===== config.mk =====
export PLATFORM = sky130hd
export DESIGN_NAME = fracBaudGen
export DESIGN_NICKNAME = d
export VERILOG_FILES = /design/src/rtl/baudGenPkg.sv /design/src/rtl/baudCtrl.sv /design/src/rtl/baudChan.sv /design/src/rtl/baudDatapath.sv /design/src/rtl/fracBaudGen.sv
export SDC_FILE = /design/constraint.sdc
export NUM_CORES = 1
export LEC_CHECK = 0
export BUFFER_PORTS_ARGS = -buffer_cell sky130_fd_sc_hd__buf_2
export CORE_ASPECT_RATIO = 0.6
export CORE_UTILIZATION = 35
export DETAILED_ROUTE_END_ITERATION = 7
export GPL_TIMING_DRIVEN = 0
export HOLD_SLACK_MARGIN = 0.12
export PLACE_DENSITY = 0.5
export SYNTH_ARGS = -nofsm -noshare
export SYNTH_HDL_FRONTEND = slang
export SYNTH_SLANG_ARGS = --single-unit

===== constraint.sdc =====
create_clock -name clk -period 3 [get_ports clk]
set_input_delay 0.15 -clock clk [delete_from_list [all_inputs] [get_ports clk]]
set_output_delay 0.15 -clock clk [all_outputs]
set_load 0.005 [all_outputs]

===== src/rtl/baudGenPkg.sv =====
package baudGenPkg;
  localparam int DATA_W     = 16;
  localparam int ADDR_W     = 2;
  localparam int UART_INT_W = 12;
  localparam int IR_INT_W   = 4;
  localparam int FRAC_W     = 4;
  localparam int FRAC_LSB   = 4;
  localparam int UART_MUL_LOG2 = 4;
  localparam int IR_MUL_LOG2   = 0;

  typedef enum logic [ADDR_W-1:0] {
    REG_UART_INT  = 2'd0,
    REG_UART_FRAC = 2'd1,
    REG_IR_INT    = 2'd2,
    REG_IR_FRAC   = 2'd3
  } regSel_e;

  typedef struct packed {
    logic [UART_INT_W-1:0] uartInt;
    logic [FRAC_W-1:0]     uartFrac;
    logic [IR_INT_W-1:0]   irInt;
    logic [FRAC_W-1:0]     irFrac;
  } divCfg_t;
endpackage


===== src/rtl/baudCtrl.sv =====
module baudCtrl
  import baudGenPkg::*;
#(
  parameter int RST_UART_INT = 11,
  parameter int RST_IR_INT   = 2
) (
  input  logic              clk,
  input  logic              rstN,
  input  logic              wrEn,
  input  logic [ADDR_W-1:0] wrAddr,
  input  logic [DATA_W-1:0] wrData,
  output divCfg_t           cfg,
  output logic              cfgErr
);
  logic [IR_INT_W-1:0] irField;
  logic [FRAC_W-1:0]   fracField;
  logic                irZero;

  always_comb begin
    irField   = wrData[IR_INT_W-1:0];
    fracField = wrData[FRAC_LSB +: FRAC_W];
    irZero    = (irField == '0);
  end

  always_ff @(posedge clk or negedge rstN) begin
    if (!rstN) begin
      cfg.uartInt  <= UART_INT_W'(RST_UART_INT);
      cfg.uartFrac <= '0;
      cfg.irInt    <= IR_INT_W'(RST_IR_INT);
      cfg.irFrac   <= '0;
      cfgErr       <= 1'b0;
    end else if (wrEn) begin
      case (regSel_e'(wrAddr))
        REG_UART_INT:  cfg.uartInt  <= wrData[UART_INT_W-1:0];
        REG_UART_FRAC: cfg.uartFrac <= fracField;
        REG_IR_INT: begin
          if (irZero) cfgErr    <= 1'b1;
          else        cfg.irInt <= irField;
        end
        REG_IR_FRAC:   cfg.irFrac   <= fracField;
        default: ;
      endcase
    end
  end

  AST_IR_ZERO_KEEP: assert property (@(posedge clk) disable iff (!rstN)
    (wrEn && wrAddr == REG_IR_INT && wrData[IR_INT_W-1:0] == '0) |=> $stable(cfg.irInt));
  AST_IR_ZERO_FLAG: assert property (@(posedge clk) disable iff (!rstN)
    (wrEn && wrAddr == REG_IR_INT && wrData[IR_INT_W-1:0] == '0) |=> cfgErr);
  AST_ERR_STICKY: assert property (@(posedge clk) disable iff (!rstN)
    cfgErr |=> cfgErr);
endmodule


===== src/rtl/baudChan.sv =====
module baudChan #(
  parameter int INT_W    = 4,
  parameter int MUL_LOG2 = 0,
  parameter int FRAC_W   = 4,
  parameter int RST_INT  = 2
) (
  input  logic              clk,
  input  logic              rstN,
  input  logic [INT_W-1:0]  intVal,
  input  logic [FRAC_W-1:0] fracVal,
  output logic              tick
);
  localparam int LEN_W = INT_W + MUL_LOG2 + 1;
  localparam logic [LEN_W-1:0] RST_LEN = LEN_W'((RST_INT + 1) << MUL_LOG2);

  logic [LEN_W-1:0]  cnt;
  logic [LEN_W-1:0]  lenReg;
  logic [FRAC_W-1:0] acc;
  logic [FRAC_W:0]   sum;
  logic [LEN_W-1:0]  baseLen;
  logic [LEN_W-1:0]  nextLen;
  logic              atEnd;

  always_comb begin
    atEnd   = (cnt == lenReg - LEN_W'(1));
    sum     = {1'b0, acc} + {1'b0, fracVal};
    baseLen = (LEN_W'(intVal) + LEN_W'(1)) << MUL_LOG2;
    nextLen = baseLen + LEN_W'(sum[FRAC_W]);
  end

  always_ff @(posedge clk or negedge rstN) begin
    if (!rstN) begin
      cnt    <= '0;
      lenReg <= RST_LEN;
      acc    <= '0;
    end else if (atEnd) begin
      cnt    <= '0;
      lenReg <= nextLen;
      acc    <= sum[FRAC_W-1:0];
    end else begin
      cnt    <= cnt + LEN_W'(1);
    end
  end

  assign tick = atEnd;

  AST_TICK_SINGLE: assert property (@(posedge clk) disable iff (!rstN)
    tick |=> !tick);
  AST_CNT_RANGE: assert property (@(posedge clk) disable iff (!rstN)
    cnt < lenReg);
  AST_WRAP: assert property (@(posedge clk) disable iff (!rstN)
    tick |=> (cnt == '0));
  AST_LEN_HOLD: assert property (@(posedge clk) disable iff (!rstN)
    !tick |=> $stable(lenReg));
endmodule


===== src/rtl/baudDatapath.sv =====
module baudDatapath
  import baudGenPkg::*;
#(
  parameter int RST_UART_INT = 11,
  parameter int RST_IR_INT   = 2
) (
  input  logic    clk,
  input  logic    rstN,
  input  divCfg_t cfg,
  output logic    uartTick,
  output logic    irTick
);
  baudChan #(
    .INT_W(UART_INT_W), .MUL_LOG2(UART_MUL_LOG2),
    .FRAC_W(FRAC_W), .RST_INT(RST_UART_INT)
  ) u_uartChan (
    .clk(clk), .rstN(rstN),
    .intVal(cfg.uartInt), .fracVal(cfg.uartFrac),
    .tick(uartTick)
  );

  baudChan #(
    .INT_W(IR_INT_W), .MUL_LOG2(IR_MUL_LOG2),
    .FRAC_W(FRAC_W), .RST_INT(RST_IR_INT)
  ) u_irChan (
    .clk(clk), .rstN(rstN),
    .intVal(cfg.irInt), .fracVal(cfg.irFrac),
    .tick(irTick)
  );
endmodule


===== src/rtl/fracBaudGen.sv =====
module fracBaudGen
  import baudGenPkg::*;
#(
  parameter int RST_UART_INT = 11,
  parameter int RST_IR_INT   = 2
) (
  input  logic              clk,
  input  logic              rstN,
  input  logic              wrEn,
  input  logic [ADDR_W-1:0] wrAddr,
  input  logic [DATA_W-1:0] wrData,
  output logic              uartTick,
  output logic              irTick,
  output logic              cfgErr
);
  divCfg_t cfg;

  baudCtrl #(.RST_UART_INT(RST_UART_INT), .RST_IR_INT(RST_IR_INT)) u_ctrl (
    .clk(clk), .rstN(rstN), .wrEn(wrEn), .wrAddr(wrAddr), .wrData(wrData),
    .cfg(cfg), .cfgErr(cfgErr)
  );

  baudDatapath #(.RST_UART_INT(RST_UART_INT), .RST_IR_INT(RST_IR_INT)) u_dp (
    .clk(clk), .rstN(rstN), .cfg(cfg),
    .uartTick(uartTick), .irTick(irTick)
  );
endmodule


Word level (Yosys, flattened, before mapping)

Cells that the tools add are included.
W data, S select, Z words.

Logic and storage cells: 36
Register bits after elaboration: 77
Output and inout bits: 3
Bits of input ports: 21

Bitwise gates (word level): 1
Eq/ne operators: 5
Muxes and demuxes: 2
Reduce and logical (&&, ||, !) cells: 7
Add/subtract/negate cells: 10

Operators by type and width:

| kind                    | number |
|---|---|
| $add A17 B1 Y17         | 1 |
| $add A17 B1 Y17 const B | 1 |
| $eq A17 B17 Y1          | 1 |
| $mux W17                | 1 |
| $sub A17 B1 Y17 const B | 1 |
| $add A12 B1 Y13 const B | 1 |
| $add A4 B4 Y5           | 2 |
| $reduce_and A2 Y1       | 3 |
| $reduce_and A3 Y1       | 2 |
| $add A4 B1 Y5 const B   | 1 |
| $add A5 B1 Y5           | 1 |
| $add A5 B1 Y5 const B   | 1 |
| $eq A5 B5 Y1            | 1 |
| $mux W5                 | 1 |
| $sub A5 B1 Y5 const B   | 1 |
| $eq A2 B2 Y1 const B    | 2 |
| $logic_not A4 Y1        | 1 |
| $eq A2 B1 Y1 const B    | 1 |
| $logic_not A2 Y1        | 1 |
| $not A1 Y1              | 1 |

Longest topological paths before layout

Gate-level depths: netlist of run 1.

Depth after elaboration: 3
Depth in mapped cells: 11
Mapped depth without buffers: 11

Hierarchy

From an unflattened synthesis of run 1, not the netlist that was laid out.

Cells, all modules: 352
Area total of the unflattened synthesis: 4120.2 um2

Modules (own cells, without submodules):

| module                     | cells an instance | times used | area an instance (um2) | sequential area each (um2) |
|---|---|---|---|---|
| baudChan (u_dp.u_uartChan) | 215               | 1          | 2212.1                 | 878.3 |
| baudCtrl                   | 68                | 1          | 1042.2                 | 630.6 |
| baudChan (u_dp.u_irChan)   | 69                | 1          | 865.8                  | 352.8 |

Least setup slack after synthesis of run 1

OpenSTA, ideal clock, no wires.

Kind: reg-to-reg
Start point: register u_dp.u_uartChan.lenReg[8]
End point: register u_dp.u_uartChan.lenReg[10]
Stages on the path, launching flop included: 9
Period minus slack after synthesis: 2.435 ns
Arrival: 2.307 ns
Buffers on the path: 1
Setup time: 0.127 ns
Slack: 0.565 ns
Required time: 2.873 ns
Path through: dfrtp_1 -> nor4_4 -> nand4_2 -> or4b_1 -> o211ai_1 -> nand4_2 -> clkinv_2 -> buf_6 -> mux2_1

Longest elaborated chain between the ends: 2

Ends and longest elaborated chain:

| what                   | RTL line       | source |
|---|---|---|
| from (decl)            | baudChan.sv:17 | `logic [LEN_W-1:0] lenReg;` |
| from (signal assigned) | baudChan.sv:38 | `lenReg <= nextLen;` |
| $sub A17 B1 Y17        | baudChan.sv:25 | `atEnd = (cnt == lenReg - LEN_W'(1));` |
| $eq A17 B17 Y1         | baudChan.sv:25 |  |

No other way between the ends.
A chain may end at the register's enable or synchronous reset.

Final worst setup path of run 1

Start point: register u_dp.u_uartChan.lenReg[0]
End point: output port uartTick

Longest elaborated chain between the ends: 2

Ends and longest elaborated chain:

| what            | RTL line          | source |
|---|---|---|
| $sub A17 B1 Y17 | baudChan.sv:25    |  |
| $eq A17 B17 Y1  | baudChan.sv:25    |  |
| to (decl)       | fracBaudGen.sv:12 | `output logic uartTick,` |

No other way between the ends.

==> results.md, run 1 <==
* Die area at roughly 12,000 sq um
* Post-Place Cells at about 520
* Final number of setup-violating endpoints at 0
* Number of buffers added by the clock tree synthesis step at 9
* Count of final hold-check violations at 0
* Synthesized instance count at between 300 and 400
* Iter 0 DRT Violations at about 170
* Max_cap viols at 0
* Worst-case clock buffer depth at 2
* Worst-Margin Slew at 0.6402 ns
* Endpoint type of the worst setup path: primary output
* Fraction of registers with async set or reset after synthesis at 1.000
* Share of the cycle needed by the critical path after routing at 0.9770
* Flip-flop cell with the highest count after synthesis: sky130_fd_sc_hd__dfrtp_1
* Result of the run: completed
* Post-synth EDFFs at 0
* Critical path launch point type: register
* Number of global-route vias before repair at between 2k and 3k
* Number of I/O port buffers at 19
* Remaining global-route overflow at 0
* Share of final-layout standard cells stronger than drive strength 1 at 0.1990
* Total design power at ~3300 uW
* Worst VDD drop at about 290 uV
* Post-detailed-routing wire length at ~8700 microns
* Worst Path Class, Setup: reg -> out
* Clock insertion delay at the later pin of the skew report at roughly 0.34 ns
* Placer Congestion at 0.7499
* Count of state elements after synthesis at 74
* Sequential share of the synthesized area at 0.4605
* Count of placed standard cells in the final layout, fillers left out at about 550
* Post-detailed-placement half-perimeter wirelength at 6591 microns
* Via density per instance at 5.086
* Number of antenna violations at the first check in global routing at 0
* Final Max Slew Viols at 0
* Clock slew at reported path FFs at roughly 0.070 ns
* Maximum fanout encountered on the critical timing path at 10
* Number of clock sinks at 74
* Post-layout instance area at 4836 sq um
* Die span in x at between 100 and 150 microns
* Clock tree from TritonCTS: done
* Post-synthesis to final-layout area growth at 19.62%
* Count of boundary I/O pins at 24
* Initial core utilization at 0.3714
* First-pass iteration count of the detailed router at 4
* Data required time at the worst endpoint at 2.85 ns
* Maximum number of pins on one net before global-route repair at 53
* Relative slew slack at 0.5723
* H-tree levels at 3
* Antenna cells at 0
* Ys Warns at 0
* Height of the die at between 80 and 90 microns
* Pwr dens at between 600 and 700 nW/um^2
* Residual DRC at 0
* Cell area after placement at between 4000 and 5000 sq um
* Clock Skews at 0.01224 ns
* Arrival time at the worst endpoint at between 2 and 3 ns
* Core ar. at 10,890 sq um
* Global-route wire length before repair at ~15,000 microns
* Type of the tightest min-delay check: in -> reg
* Vias after detailed routing at between 2k and 3k
* Std cell rows at 29
* Clock root buffer: sky130_fd_sc_hd__clkbuf_16
* Final antenna-violating net count at 0
* Maximum clock frequency at roughly 340 MHz
* Post-layout minimum cycle time at roughly 3 ns
* Count of distinct cell types in the synthesized netlist at slightly below 50
* Synth Net Count at approximately 400
* Wire length per cell at around 16 microns
* Post-layout net count at 440
* RSZ-0062 raised after global routing: true
* Average instance area after synthesis at around 11 sq um
* Post-synthesis instance area at between 4000 and 5000 sq um
* Overall global routing resource usage at 0.1672
* Leakage component of the power at 0.002181 uW
* Worst hold slack across all endpoints at roughly 0.14 ns
[cell families (layout without fill, tap and decap cells)]
kind of cell    count (synthesis)  in the layout  share of synthesized area
buf+inv                        27             75                    0.03033
mux                            48             48                     0.1318
fa+ha+maj                      17             17                    0.05633
flops                          74             74                     0.4605
xor+xnor                       54             54                     0.1170
simple gates                  104            104                     0.1417
compound gates                 35             35                    0.06221
[synth_stat cells, types with 6 or more instances]
library cell,n,share of area
sky130_fd_sc_hd__a21oi_1,6,0.0074
sky130_fd_sc_hd__ha_1,15,0.046
sky130_fd_sc_hd__nand4_1,12,0.019
sky130_fd_sc_hd__mux2_2,21,0.058
sky130_fd_sc_hd__nor3_1,7,0.0087
sky130_fd_sc_hd__mux2i_1,6,0.015
sky130_fd_sc_hd__mux2_1,21,0.058
sky130_fd_sc_hd__nand2_1,9,0.0084
sky130_fd_sc_hd__nor2_1,31,0.029
sky130_fd_sc_hd__xnor2_1,31,0.067
sky130_fd_sc_hd__xor2_1,23,0.050
sky130_fd_sc_hd__dfstp_2,8,0.052
sky130_fd_sc_hd__inv_1,17,0.016
sky130_fd_sc_hd__dfrtp_1,66,0.41
sky130_fd_sc_hd__nand3_1,17,0.021
[report_power, final]
group | internal [uW] | leakage, uW | switching [uW] | total (uW)
registers | 1180 | 0.000924 | 146 | 1320
logic | 410 | 0.00110 | 411 | 822
clock network | 774 | 0.000155 | 410 | 1180
[flip-flops by register name (all words and copies together), names as in the netlist]
name and flops:
u_dp.u_uartChan.lenReg 14, u_ctrl.cfg 24, u_dp.u_uartChan.cnt 17, u_dp.u_irChan.acc 4, u_dp.u_irChan.cnt 5, u_ctrl.cfgErr 1, u_dp.u_uartChan.acc 4, u_dp.u_irChan.lenReg 5
[per-layer routing]
layer | share of wire | vias up | track usage
met4 | 0.010 | 0 | 0.04545
met3 | 0.036 | 9 | 0.04740
met5 | 0 | - | 0
met2 | 0.37 | 33 | 0.2194
met1 | 0.58 | 1368 | 0.2603
li1 | - | 1367 | -
[stage by stage]
step	util	TNS (ns)	setup slack, ns
6_report	0.4443	0	0.06894
5_1_grt	0.4443	-0.1111	-0.1111
4_1_cts	0.4422	0	0.03600
3_5_place_dp	0.3989	0	0.09287
3_3_place_gp	0.3961	0	0.06583
2_1_floorplan	-	0	0.5653
[repair_timing]
action                                 in CTS  in global routing
hold buffers                                9                  0
setup buffers                               3                  0
setup endpoints to repair                   1                  2
gates resized for setup                     7                  3
pin swaps                                   3                  0
endpoints found under the hold margin      78                  0
[critical path, stage by stage (launching register included)]
cell                       delay [ns]
sky130_fd_sc_hd__dfrtp_2         0.44
sky130_fd_sc_hd__inv_1           0.12
sky130_fd_sc_hd__ha_1            0.26
sky130_fd_sc_hd__xor2_1          0.24
sky130_fd_sc_hd__nand4_1         0.13
sky130_fd_sc_hd__o31a_1          0.16
sky130_fd_sc_hd__nor4_4          0.35
sky130_fd_sc_hd__nand4_4         0.18
sky130_fd_sc_hd__clkinv_4        0.08
sky130_fd_sc_hd__buf_6           0.16
sky130_fd_sc_hd__buf_4           0.18
sky130_fd_sc_hd__buf_2           0.12
[path summary, 6_finish.rpt]
| kind | startpoint | end | depth (start not counted) | slack, ns |
|---|---|---|---|---|
| setup / recovery | u_dp.u_uartChan.lenReg[0] | uartTick | 11 | 0.07 |
| max in group asynchronous | rstN | u_dp.u_uartChan.lenReg[6] | 3 | 2.12 |
| hold / removal | wrData[1] | u_ctrl.cfg[5] | 2 | 0.14 |
| min in group asynchronous | rstN | u_dp.u_irChan.lenReg[3] | 2 | 0.26 |
| setup reg to reg | u_dp.u_uartChan.lenReg[0] | u_dp.u_uartChan.lenReg[13] | 11 | 0.25 |
| hold reg to reg | u_ctrl.cfgErr | u_ctrl.cfgErr | 1 | 0.47 |
[placed cells by master (no fill, tap or decap), drive strengths merged, types with 7 or more instances in the layout]
cell and instances:
buf 27, clkbuf 17, dfrtp 66, dfstp 8, dlygate4sd3 9, ha 15
inv 17, mux2 42, nand2 9, nand3 17, nand4 14, nor2 31
nor3 7, xnor2 31, xor2 23
[area by class of cell]
cell class              instances  area (sq um)
fillers                      1043          6050
multi-input cells             258          2102
flip-flops and latches         74          1864
clock buffers                  12         256.5
repair buffers                 32         237.7
well taps                     139         173.9
clock inverters                 4         75.07
inverters                      18         72.57
plain buffers                   9         53.80
No activity file was read; power rests on OpenSTA's default activity.
==> run 2, diff against run 1 <==
SYNTH_HIERARCHICAL = 1   (was default)
==> results.md, run 2 <==
* Std cell rows at 30
* First-pass iteration count of the detailed router at 4
* Synth Net Count at 390
* Post-layout net count at approximately 440
* Most frequent cells in the layout: sky130_fd_sc_hd__dfrtp_1, sky130_fd_sc_hd__xnor2_1, sky130_fd_sc_hd__mux2_2
* Post-detailed-routing wire length at 8631 microns
* H-tree levels at 3
* Final antenna-violating net count at 0
* Clock root buffer: sky130_fd_sc_hd__clkbuf_16
* Pint at 2396 uW
* Leakage component of the power at between 0.002 and 0.0025 uW
* Data required time at the worst endpoint at ~3.2 ns
* Final Max Slew Viols at 0
* Worst VDD drop at about 280 uV
* Combinational share of power at 0.251
* Number of clock sinks at 74
* Relative contribution of the clock network to total power at 0.346
* Number of flip-flops in the largest register at 24
* Count of placed standard cells in the final layout, fillers left out at ~560
* Die area at between 10,000 and 15,000 sq um
* Most used standard cell by instance count after synthesis: sky130_fd_sc_hd__dfrtp_1
* Post-detailed-placement half-perimeter wirelength at approximately 6300 microns
* Worst Path Class, Setup: reg -> reg
* Post-synthesis to final-layout area growth at 19.83%
* Clock tree from TritonCTS: done
* Count of distinct cell types in the synthesized netlist at 52
* Number of antenna violations at the first check in global routing at 0
* Largest regs: u_ctrl/cfg x24, u_dp/u_uartChan/cnt x17, u_dp/u_uartChan/lenReg x14
* Relative slew slack at 0.6232
* Worst setup slack before clock tree synthesis at -0.2840 ns
* Fraction of registers with async set or reset after synthesis at 1.000
* Count of boundary I/O pins at 24
* Most used standard cells in the synthesized netlist: sky130_fd_sc_hd__dfrtp_1, sky130_fd_sc_hd__xnor2_1, sky130_fd_sc_hd__mux2_2
* Core ar. at approximately 11,000 sq um
* Utilization of the core after routing at 0.4341
* Clock insertion delay at the later pin of the skew report at approximately 0.33 ns
* Largest area contributor in the synthesized netlist: sky130_fd_sc_hd__dfrtp_1
* Number of buffers added by the clock tree synthesis step at 9
* Maximum number of pins on one net before global-route repair at between 50 and 60
* Final number of setup-violating endpoints at 0
* Die span in x at ~140 microns
* Via density per instance at between 4 and 5
* Initial core utilization at 0.3623
* Vias after detailed routing at 2,693
* Pwr dens at around 700 nW/um^2
* Switching share of total power at 0.2882
* Global-route wire length before repair at around 15,000 microns
* Worst-case clock buffer depth at 2
* Share of the cycle needed by the critical path after routing at 0.9507
* Worst-case register-to-register setup slack at around 0.15 ns
* Clock Skews at 0.005032 ns
* Critical path launch point type: register
* Iter 0 DRT Violations at roughly 140
* Register containing the most flip-flops in the final layout: u_ctrl/cfg
* Fraction of power consumed by sequential logic at 0.403
* Antenna cells at 0
* Worst hold slack across all endpoints at approximately 0.13 ns
* Post-synthesis instance area at around 4100 sq um
* Wire length per cell at around 15 microns
* Arrival time at the worst endpoint at around 3.1 ns
* Number of I/O port buffers at 19
* Remaining global-route overflow at 0
* Post-Place Cells at 532
* Setup TNS after final layout at 0 ns
* Result of the run: completed
* Residual DRC at 0
* Most common cell after layout, fill and taps aside: sky130_fd_sc_hd__dfrtp_1
* Overall global routing resource usage at 0.1585
* Clock slew at reported path FFs at 0.06 ns
* Synth top area cells: sky130_fd_sc_hd__dfrtp_1, sky130_fd_sc_hd__mux2_2, sky130_fd_sc_hd__xnor2_1
* Average instance area after synthesis at 11.71 sq um
* Ys Warns at 6
* Fill cells at 1,082
* Height of the die at about 86 microns
* Placer Congestion at 0.7449
* Type of the tightest min-delay check: in -> reg
* Worst-Margin Slew at about 0.56 ns
* Min setup slack post-route at between 0.1 and 0.15 ns
* Share of final-layout standard cells stronger than drive strength 1 at 0.2612
* Post-synth EDFFs at 0
* Fraction of synthesized cell area taken by the top area cell type at 0.4009
* Count of final hold-check violations at 0
* Flip-flop cell with the highest count after synthesis: sky130_fd_sc_hd__dfrtp_1
* Sequential share of the synthesized area at 0.4519
* Max_cap viols at 0
* Maximum clock frequency at ~350 MHz
* Total net switching power at between 900 and 1000 uW
* Synthesized instance count at 352
* Endpoint type of the worst setup path: register
* Post-layout minimum cycle time at 2.852 ns
* Maximum fanout encountered on the critical timing path at 10
* Count of state elements after synthesis at 74
* Number of global-route vias before repair at 2,711
run 2: cell types whose count changed after synthesis, moves of 4 or more:
| cell | change |
|---|---|
| sky130_fd_sc_hd__mux2_1 | -11 |
| sky130_fd_sc_hd__clkbuf_1 | -4 |
| sky130_fd_sc_hd__nor2_1 | -4 |
| sky130_fd_sc_hd__mux2_2 | +9 |
| sky130_fd_sc_hd__o31ai_1 | -4 |
| sky130_fd_sc_hd__o21ai_0 | -4 |
| sky130_fd_sc_hd__a22o_1 | -4 |
| sky130_fd_sc_hd__nand4_1 | -8 |
| sky130_fd_sc_hd__nand4b_1 | +4 |
| sky130_fd_sc_hd__or4b_2 | +5 |
| sky130_fd_sc_hd__o211ai_1 | +4 |
| sky130_fd_sc_hd__and3_1 | +7 |
run 2: worst max-delay path, cell delays in order (launching register included):
cell                        delay (ns)
sky130_fd_sc_hd__dfrtp_1          0.46
sky130_fd_sc_hd__or4_1            0.54
sky130_fd_sc_hd__clkbuf_1         0.18
sky130_fd_sc_hd__o21a_1           0.19
sky130_fd_sc_hd__nor3_1           0.18
sky130_fd_sc_hd__o211ai_1         0.18
sky130_fd_sc_hd__a2111oi_4        0.31
sky130_fd_sc_hd__buf_4            0.19
sky130_fd_sc_hd__buf_6            0.16
sky130_fd_sc_hd__mux2_1           0.34
run 2: layout make-up:
class | instances | area, sq um | share of cell area
inverters | 15 | 56.30 | 0.01140
clock buffers | 11 | 242.7 | 0.04916
flip-flops and latches | 74 | 1863 | 0.3773
well taps | 160 | 200.2 | 0.04055
multi-input cells | 256 | 2178 | 0.4412
clock inverters | 5 | 77.57 | 0.01571
repair buffers | 35 | 262.8 | 0.05322
plain buffers | 6 | 56.30 | 0.01140
run 2: path summary, 6_finish.rpt:
path	startpoint	to	cells past startpoint
worst max-delay path	u_dp/u_uartChan/lenReg[4]	u_dp/u_uartChan/lenReg[15]	9
worst min-delay path	wrData[2]	u_ctrl/cfg[14]	2
worst max register to register	u_dp/u_uartChan/lenReg[4]	u_dp/u_uartChan/lenReg[15]	9
worst min register to register	u_ctrl/cfgErr	u_ctrl/cfgErr	1
max in group asynchronous	rstN	u_ctrl/cfg[15]	3
min in group asynchronous	rstN	u_dp/u_uartChan/cnt[9]	2
run 2: power by group through the flow:
stage	registers (uW)	clock network, uW	logic (uW)
after global routing	1380	1240	948
after detailed placement	1370	0	838
final	1360	1170	845
after floorplan	1320	0	675
after global placement	1370	0	811
after CTS	1360	1200	855
run 2: metrics by stage:
step	total power (uW)	area, sq um
after floorplan	1993	4120
after global placement	2178	4415
after detailed placement	2209	4446
after CTS	3409	4902
after global routing	3573	4937
final	3365	4937
run 2: cell families (layout without fill, tap and decap cells):
| logic type | after synthesis | count (layout) | share of synthesized area |
|---|---|---|---|
| mux | 49 | 49 | 0.1348 |
| simple gates | 110 | 110 | 0.1613 |
| fa+ha+maj | 17 | 17 | 0.05527 |
| buf+inv | 22 | 72 | 0.02854 |
| compound gates | 24 | 24 | 0.04738 |
| xor+xnor | 56 | 56 | 0.1209 |
| flops | 74 | 74 | 0.4519 |
run 2: repair_timing:
action / in CTS / in global routing
setup endpoints to repair: 35 / 24
setup buffers: 3 / 2
gates resized for setup: 2 / 5
pin swaps: 2 / 1
hold buffers: 10 / 0
endpoints found under the hold margin: 82 / 0
run 2: routing by layer:
layer | global-route usage | vias up | routed length [microns]
met5 | 0 | - | 0
met2 | 0.2086 | 27 | 3235
met4 | 0.03812 | 0 | 82
met1 | 0.2470 | 1313 | 5042
li1 | - | 1345 | -
met3 | 0.04523 | 8 | 270
==> run 3, diff against run 2 <==
BUFFER_PORTS_ARGS = -buffer_cell sky130_fd_sc_hd__buf_4   (was -buffer_cell sky130_fd_sc_hd__buf_2)
==> results.md, run 3 (same netlist as run 2, synthesis figures left out) <==
* Result of the run: completed
* Setup TNS after final layout at 0 ns
* Residual DRC at 0
* Count of placed standard cells in the final layout, fillers left out at around 560
* H-tree levels at 3
* Remaining global-route overflow at 0
* Number of antenna violations at the first check in global routing at 0
* Number of I/O port buffers at 19
* Overall global routing resource usage at 0.1646
* Depth of the most critical reg-to-reg path at 9
* Leakage component of the power at 0.002233 uW
* Relative slew slack at 0.3517
* Share of the cycle needed by the critical path after routing at 0.9612
* Vias after detailed routing at around 2.7k
* Die span in x at ~140 microns
* Type of the tightest min-delay check: in -> reg
* Worst-case register-to-register setup slack at 0.12 ns
* Worst-case clock buffer depth at 2
* Number of clock sinks at 74
* Die area at ~12,000 sq um
* Iter 0 DRT Violations at 130
* Utilization of the core after routing at 0.4377
* First-pass iteration count of the detailed router at 4
* Std cell rows at 30
* Pint at 2380 uW
* Pwr dens at between 600 and 700 nW/um^2
* Critical path launch point type: register
* Most common cell after layout, fill and taps aside: sky130_fd_sc_hd__dfrtp_1
* Clock insertion delay at the later pin of the skew report at between 0.3 and 0.4 ns
* Total design power at roughly 3400 uW
* Number of buffers added by the clock tree synthesis step at 9
* Arrival time at the worst endpoint at about 3.1 ns
* Source of the critical timing path: u_dp/u_uartChan/lenReg[4]
* Final number of setup-violating endpoints at 0
* Via density per instance at just under 5
* Clock tree from TritonCTS: done
* Clock root buffer: sky130_fd_sc_hd__clkbuf_16
* Core ar. at about 11,000 sq um
* Height of the die at about 86 microns
* Share of final-layout standard cells stronger than drive strength 1 at 0.2574
* Final Max Slew Viols at 0
* Worst-Margin Slew at slightly below 1 ns
* Total net switching power at a little under 1000 uW
* Launch instance of the worst register-to-register path: u_dp/u_uartChan/lenReg[4]
* Worst VDD drop at ~390 uV
* Register containing the most flip-flops in the final layout: u_ctrl/cfg
* Most frequent cells in the layout: sky130_fd_sc_hd__dfrtp_1, sky130_fd_sc_hd__xnor2_1, sky130_fd_sc_hd__mux2_2
* Final antenna-violating net count at 0
* Maximum number of pins on one net before global-route repair at between 70 and 80
* Worst hold slack across all endpoints at 0.1496 ns
* Worst Path Class, Setup: reg -> reg
* Data required time at the worst endpoint at about 3.2 ns
* Combinational share of power at 0.253
* Wire length per cell at ~16 microns
* Max_cap viols at 0
* Fraction of power consumed by sequential logic at 0.402
* Antenna cells at 0
* Clock Skews at approximately 0.005 ns
* Post-synthesis to final-layout area growth at 20.83%
* FF-to-FF End: u_dp/u_uartChan/lenReg[9]
* Initial core utilization at 0.3623
* Number of flip-flops in the largest register at 24
* Maximum clock frequency at between 300 and 400 MHz
* Count of boundary I/O pins at 24
* Largest regs: u_ctrl/cfg x24, u_dp/u_uartChan/cnt x17, u_dp/u_uartChan/lenReg x14
* Number of global-route vias before repair at ~2.8k
* Post-detailed-routing wire length at around 9000 microns
* Post-layout net count at 437
* Switching share of total power at 0.2932
* Crit path capture: u_dp/u_uartChan/lenReg[9]
* Relative contribution of the clock network to total power at 0.345
* Placer Congestion at slightly above 0.7
* Post-Place Cells at around 530
* Source of the worst hold timing path: wrEn
* Post-layout minimum cycle time at 2.884 ns
* Clock slew at reported path FFs at 0.06 ns
* Endpoint type of the worst setup path: register
* Count of final hold-check violations at 0
* Maximum fanout encountered on the critical timing path at 10
* Post-detailed-placement half-perimeter wirelength at 6147 microns
* Global-route wire length before repair at between 15,000 and 20,000 microns
[run 3: routing by layer]
metal | track usage | part of all wire
met4 | 0.04106 | 0.0050
met1 | 0.2554 | 0.57
met2 | 0.2166 | 0.38
met5 | 0 | 0
met3 | 0.04858 | 0.046
[run 3: final cells by class]
class	count	area [sq um]
clock inverters	7	93.84
flip-flops and latches	74	1863
repair buffers	37	310.3
multi-input cells	256	2173
clock buffers	9	225.2
inverters	15	56.30
fillers	1050	6395
plain buffers	6	56.30
well taps	160	200.2
[run 3: critical path: stages, from the launching register on]
cell and delay (ns):
sky130_fd_sc_hd__dfrtp_1 0.45, sky130_fd_sc_hd__or4_1 0.54, sky130_fd_sc_hd__clkbuf_1 0.18, sky130_fd_sc_hd__o21a_1 0.20
sky130_fd_sc_hd__nor3_1 0.16, sky130_fd_sc_hd__o211ai_1 0.20, sky130_fd_sc_hd__a2111oi_4 0.33, sky130_fd_sc_hd__buf_4 0.19
sky130_fd_sc_hd__buf_6 0.16, sky130_fd_sc_hd__mux2_1 0.34
[run 3: stage by stage]
stage	setup slack, ns	cell area, sq um
2_1_floorplan	0.2914	4120
3_3_place_gp	-0.2182	4463
3_5_place_dp	-0.2828	4463
4_1_cts	0.02169	4941
5_1_grt	-0.02118	4979
6_report	0.1164	4979
[run 3: worst min path at each step]
stage | to | slack (ns) | cells past startpoint
floorplan | u_ctrl/cfgErr | -0.15 | 0
global placement | u_dp/u_uartChan/cnt[4] | 0.37 | 1
detailed placement | u_dp/u_uartChan/cnt[3] | 0.38 | 1
CTS | u_ctrl/cfg[5] | 0.14 | 3
global route | u_ctrl/cfg[6] | 0.16 | 3
finish | u_ctrl/cfg[5] | 0.15 | 3
[run 3: repair_timing]
action / 4_1_cts / 5_1_grt
hold buffers: 13 / 0
setup buffers: 3 / 2
gates resized for setup: 1 / 5
pin swaps: 1 / 1
hold endpoints to repair: 87 / 0
endpoints found under the setup margin: 35 / 26
[run 3: power by group through the flow]
stage | Clock, uW | Sequential (uW) | Combinational [uW]
6_report | 1160 | 1350 | 853
3_3_place_gp | 0 | 1370 | 819
4_1_cts | 1190 | 1350 | 865
2_1_floorplan | 0 | 1320 | 675
5_1_grt | 1250 | 1380 | 954
3_5_place_dp | 0 | 1370 | 845
